--- src/rtl/qpp_pkg.sv ---
package qpp_pkg;

    localparam int QPP_ADDR_W = 13;
    localparam int QPP_SEL_W  = 3;

    typedef logic [QPP_ADDR_W-1:0] qaddr_t;

    typedef struct packed {
        qaddr_t n;
        qaddr_t f1;
        qaddr_t f2;
    } qpp_coef_t;

    typedef enum logic {
        ST_IDLE = 1'b0,
        ST_RUN  = 1'b1
    } qpp_state_e;

    // Representative subset of block sizes with their polynomial coefficients
    function automatic qpp_coef_t qpp_coef_entry(input logic [QPP_SEL_W-1:0] sel);
        qpp_coef_t c;
        case (sel)
            3'd0:    begin c.n = 13'd40;   c.f1 = 13'd3;   c.f2 = 13'd10;  end
            3'd1:    begin c.n = 13'd48;   c.f1 = 13'd7;   c.f2 = 13'd12;  end
            3'd2:    begin c.n = 13'd56;   c.f1 = 13'd19;  c.f2 = 13'd42;  end
            3'd3:    begin c.n = 13'd64;   c.f1 = 13'd7;   c.f2 = 13'd16;  end
            3'd4:    begin c.n = 13'd104;  c.f1 = 13'd7;   c.f2 = 13'd26;  end
            3'd5:    begin c.n = 13'd512;  c.f1 = 13'd31;  c.f2 = 13'd64;  end
            3'd6:    begin c.n = 13'd1024; c.f1 = 13'd31;  c.f2 = 13'd64;  end
            default: begin c.n = 13'd6144; c.f1 = 13'd263; c.f2 = 13'd480; end
        endcase
        return c;
    endfunction

endpackage

--- src/rtl/qpp_modadd.sv ---
// (a + b) mod m for a, b < m: one add, one conditional subtract
module qpp_modadd #(
    parameter int W = 13
) (
    input  logic [W-1:0] a_i,
    input  logic [W-1:0] b_i,
    input  logic [W-1:0] m_i,
    output logic [W-1:0] y_o
);
    logic [W:0] sum;
    logic [W:0] diff;

    assign sum  = {1'b0, a_i} + {1'b0, b_i};
    assign diff = sum - {1'b0, m_i};
    assign y_o  = (sum >= {1'b0, m_i}) ? diff[W-1:0] : sum[W-1:0];
endmodule

--- src/rtl/qpp_coef_rom.sv ---
module qpp_coef_rom
    import qpp_pkg::*;
#(
    parameter int SEL_W = QPP_SEL_W
) (
    input  logic [SEL_W-1:0] sel_i,
    output qpp_coef_t        coef_o
);
    assign coef_o = qpp_coef_entry(sel_i);
endmodule

--- src/rtl/qpp_addr_gen.sv ---
module qpp_addr_gen
    import qpp_pkg::*;
#(
    parameter int ADDR_W = QPP_ADDR_W,
    parameter int SEL_W  = QPP_SEL_W
) (
    input  logic              clk,
    input  logic              rst_n,
    input  logic              start_i,
    input  logic [SEL_W-1:0]  size_sel_i,
    output logic [ADDR_W-1:0] addr_o,
    output logic              valid_o,
    output logic              last_o
);
    localparam logic [ADDR_W-1:0] ONE = ADDR_W'(1);

    qpp_state_e        state_q, state_d;
    logic [ADDR_W-1:0] n_q, f_q, g_q, step_q, idx_q;
    logic [ADDR_W-1:0] g_init, step_init, f_next, g_next;
    logic              at_end;
    qpp_coef_t         coef;

    qpp_coef_rom #(.SEL_W(SEL_W)) u_rom (
        .sel_i  (size_sel_i),
        .coef_o (coef)
    );

    // Seed values from the table entry
    qpp_modadd #(.W(ADDR_W)) u_g_init (
        .a_i (coef.f1), .b_i (coef.f2), .m_i (coef.n), .y_o (g_init)
    );
    qpp_modadd #(.W(ADDR_W)) u_step_init (
        .a_i (coef.f2), .b_i (coef.f2), .m_i (coef.n), .y_o (step_init)
    );

    // Running recursion
    qpp_modadd #(.W(ADDR_W)) u_f_next (
        .a_i (f_q), .b_i (g_q), .m_i (n_q), .y_o (f_next)
    );
    qpp_modadd #(.W(ADDR_W)) u_g_next (
        .a_i (g_q), .b_i (step_q), .m_i (n_q), .y_o (g_next)
    );

    assign at_end = (idx_q == (n_q - ONE));

    // Next-state decision
    always_comb begin
        state_d = state_q;
        unique case (state_q)
            ST_IDLE: if (start_i) state_d = ST_RUN;
            ST_RUN:  if (at_end)  state_d = ST_IDLE;
            default: state_d = ST_IDLE;
        endcase
    end

    // State register
    always_ff @(posedge clk or negedge rst_n) begin
        if (!rst_n) state_q <= ST_IDLE;
        else        state_q <= state_d;
    end

    // Datapath registers
    always_ff @(posedge clk or negedge rst_n) begin
        if (!rst_n) begin
            n_q    <= '0;
            f_q    <= '0;
            g_q    <= '0;
            step_q <= '0;
            idx_q  <= '0;
        end else begin
            unique case (state_q)
                ST_IDLE: begin
                    if (start_i) begin
                        n_q    <= coef.n;
                        f_q    <= '0;
                        g_q    <= g_init;
                        step_q <= step_init;
                        idx_q  <= '0;
                    end
                end
                ST_RUN: begin
                    f_q   <= f_next;
                    g_q   <= g_next;
                    idx_q <= idx_q + ONE;
                end
                default: ;
            endcase
        end
    end

    // Outputs
    always_comb begin
        valid_o = 1'b0;
        last_o  = 1'b0;
        addr_o  = f_q;
        unique case (state_q)
            ST_IDLE: ;
            ST_RUN: begin
                valid_o = 1'b1;
                last_o  = at_end;
            end
            default: ;
        endcase
    end

endmodule

--- config.mk ---
export PLATFORM = sky130hd
export DESIGN_NAME = qpp_addr_gen
export DESIGN_NICKNAME = d
export VERILOG_FILES = /design/src/rtl/qpp_pkg.sv /design/src/rtl/qpp_modadd.sv /design/src/rtl/qpp_coef_rom.sv /design/src/rtl/qpp_addr_gen.sv
export SDC_FILE = /design/constraint.sdc
export NUM_CORES = 1
export LEC_CHECK = 0
export ABC_AREA = 1
export BUFFER_PORTS_ARGS = -buffer_cell sky130_fd_sc_hd__buf_2
export CAP_MARGIN = 20
export CORE_MARGIN = 10
export CORE_UTILIZATION = 60
export DETAILED_ROUTE_END_ITERATION = 7
export HOLD_SLACK_MARGIN = 0.15
export PLACE_DENSITY_LB_ADDON = 0.1
export SKIP_CTS_REPAIR_TIMING = 1
export SYNTH_ARGS = -nofsm -noshare
export SYNTH_HDL_FRONTEND = slang
export SYNTH_HIERARCHICAL = 1
export SYNTH_SLANG_ARGS = --single-unit
export TNS_END_PERCENT = 50
--- constraint.sdc ---
create_clock -name clk -period 7 [get_ports clk]
set_clock_uncertainty 0.05 [all_clocks]
set_input_delay 0.35 -clock clk [delete_from_list [all_inputs] [get_ports clk]]
set_output_delay 0.35 -clock clk [all_outputs]
set_load 0.02 [all_outputs]
==> metrics.txt <==
status=completed; CTS tree=built; DRT Pass-1 Iters=5; DRC Markers=0; Tcrit/Tclk final=a little under three fifths; critical path's most frequent cell=nand2_1; measured slew at the worst slew-check pin=approximately 1100 ps; global-route wire length before repair=47,300 um; Crit path required time=about 7200 ps; DR iter-0 viols=between 600 and 700; Starting Density=61.1%; CORE AREA=about 17,000 um^2; FMAX=255 MHz; synthesized area=~11,000 um^2; peak fanout along the critical path=14; worst-skew pair later-pin latency=approximately 340 ps; # port buffers=20; number of I/O pins=21; Slew headroom=between 20% and 30%; Die W=around 150 um; grt total ovfl=0; #FFs+latches synth=66; Layout area overhead=4.04%; Fin. Hold Viols=0; Die Y=approximately 150 um; Syn Area/Cell=roughly 6.2 um^2; Worst Path Arrival=between 4000 and 5000 ps; Reg2Reg Setup Slack=approximately 3200 ps; CP cell instances=buf_2, o21ai_0, ha_1, nand2_1, inv_1, nand2_1, nand2_1, nand2_1, nand3_1, nand2_1, nand2_1, ha_1, nand2_2, inv_1, a21oi_1, nand3_2, nand2_2, nand2_2, nand2_4, nand3_4, nand2_2, nand2_2, nand2_1, nand2_1; Setup WS pre-CTS=2780 ps; FP Rows=48; worst-case reg-to-reg path depth=21; Num CTS Buffers=9; vias in the first global route=between 9,000 and 10,000; WL/cell=about 15 um; Startpoint Class=input port; Global Route Usage Sum=about a quarter; total number of vias=roughly 10,000; Worst-path clk slew=around 60 ps; Final Core Density=around 64%; die area=between 20,000 and 25,000 um^2; share of layout cells above drive strength 1=a little under an eighth; post-synthesis cell count=roughly 1,700; Setup violations, final=0; largest net degree at the start of global routing=67; worst setup margin=~3100 ps; Ys Warns=6; sequential cell area=approximately 1700 um^2; area of the multi-input gates=~7500 um^2; Longest Clk Path Bufs=2; max incr delay on CP=between 800 and 900 ps; Detail Route Antenna Nets=0; Root Buffer=clkbuf_16; Layout Nets=between 1,500 and 2,000; Vias per Instance=approximately 5.3; WL final=roughly 29,000 um; Crit Path Category=input port to flop; most frequent cells in the layout=nand2_1 (516), inv_1 (268), nand3_1 (152), ha_1 (106), nand2_2 (103); CTS H-Tree Depth=3; Pins Over Slew Limit=0; DPL Wire Length=approximately 24,000 um; setup TNS=0 ps; endpoint class of the critical path=flop; commonest non-fill, non-tap cell in the layout=nand2_1; Num Clock Sinks=66; worst r2r dst=addr_o[11]$_DFFE_PN0P_; RePlAce Congestion=approximately 1.0; Yosys cell types=42; reg2reg start=g_q[0]$_DFFE_PN0P_; diode count=0; Final min period=just under 4000 ps; Fill cells=about 1,700; Tightest Hold Check Type=input port to asynchronous set/reset pin; initial antenna violation count=0; Seq/Total Area, Yosys=approximately 16%; Max Cap Viol=0; RSZ-0062 raised after global routing=no; Crit-path slowest cell=o21ai_0
how the worst max path moves through the flow:
stage	from	slack, ps	cells past startpoint	end
floorplan	addr_o[0]$_DFFE_PN0P_	3750	22	addr_o[4]$_DFFE_PN0P_
global placement	size_sel_i[1]	2830	21	g_q[12]$_DFFE_PN0P_
detailed placement	size_sel_i[1]	2780	21	g_q[0]$_DFFE_PN0P_
CTS	size_sel_i[1]	3110	24	step_q[3]$_DFFE_PN0P_
global route	size_sel_i[1]	2730	24	step_q[12]$_DFFE_PN0P_
finish	size_sel_i[1]	3080	24	step_q[3]$_DFFE_PN0P_
synthesized netlist by cell type:
| cell | instances | area, um^2 |
|---|---|---|
| nor2_2 | 17 | 106 |
| buf_12 | 2 | 40.0 |
| nand2_2 | 103 | 644 |
| buf_6 | 2 | 22.5 |
| inv_1 | 268 | 1010 |
| nor3_1 | 5 | 25.0 |
| nor2_4 | 2 | 22.5 |
| nand3_1 | 152 | 761 |
| fa_1 | 8 | 160 |
| nor4_2 | 1 | 12.5 |
| a22o_1 | 13 | 114 |
| nor3_4 | 1 | 16.3 |
| ha_1 | 106 | 1330 |
| dfrtp_1 | 66 | 1650 |
| nor2_1 | 89 | 334 |
| xor2_1 | 40 | 350 |
| a21o_1 | 6 | 45.0 |
| o21ai_1 | 5 | 25.0 |
| inv_2 | 6 | 22.5 |
| a21oi_2 | 1 | 8.76 |
| nor3_2 | 3 | 30.0 |
| or2_1 | 2 | 12.5 |
| buf_8 | 2 | 30.0 |
| conb_1 | 2 | 7.51 |
| a21oi_1 | 69 | 345 |
| nand3_4 | 2 | 35.0 |
| buf_1 | 1 | 3.75 |
| nand4_1 | 53 | 332 |
| o21bai_1 | 13 | 97.6 |
| nand3_2 | 8 | 80.1 |
| nand2_4 | 7 | 78.8 |
| buf_2 | 9 | 45.0 |
| buf_4 | 28 | 210 |
| o21bai_2 | 2 | 22.5 |
| clkbuf_1 | 9 | 33.8 |
| o21ai_0 | 31 | 155 |
| nand2_1 | 516 | 1940 |
| xnor2_1 | 31 | 272 |
| a31oi_1 | 2 | 12.5 |
| o21a_1 | 3 | 22.5 |
| and2_1 | 5 | 31.3 |
| nor2_8 | 2 | 40.0 |
flip-flops by register name, indices dropped and copies added (netlist names):
signal / flops
addr_o: 13
g_q: 13
idx_q: 13
n_q: 13
state_q: 1
step_q: 13
layer usage:
metal / part of all wire, % / vias to the layer above / track usage [%]
li1: - / 5345 / -
met1: 46 / 4566 / 33.2
met2: 45 / 326 / 39.6
met3: 6.6 / 31 / 2.03
met4: 2.5 / 0 / 7.49
met5: 0 / - / 0
cells by family after synthesis:
group                    Yosys count  share of synthesized area, %
AO/OA/AOI/OAI                    145                          8.06
AND/OR/NAND/NOR                  968                          42.7
flip-flops                        66                          15.7
adder cells (fa/ha/maj)          114                          14.1
other                              2                        0.0713
buffers and inverters            327                          13.4
XOR/XNOR                          71                          5.91
metrics by stage:
step	std cells	hold slack, ps	cell area (um^2)
after detailed placement	1906	425	10600
after global placement	1906	422	10600
after global routing	1922	219	11000
final	1922	129	11000
after floorplan	1710	4.41	10600
after CTS	1922	169	11000
final cells by class:
cell class / instances / share of cell area, %
Clock inverter: 7 / 0.982
Sequential cell: 66 / 15.1
Timing Repair Buffer: 24 / 1.19
Multi-Input combinational cell: 1317 / 68.7
Tap cell: 225 / 2.57
Inverter: 274 / 9.39
Clock buffer: 9 / 2.06
worst max-delay path: cells and delay by family:
kind / cells / cell delay [ps]
compound gates: 2 / 1030
simple gates: 17 / 1620
fa+ha+maj: 2 / 810
buf+inv: 3 / 250
Power is not shown: default switching activity piles up to over one toggle a cycle in this logic, so the estimate is an artifact.
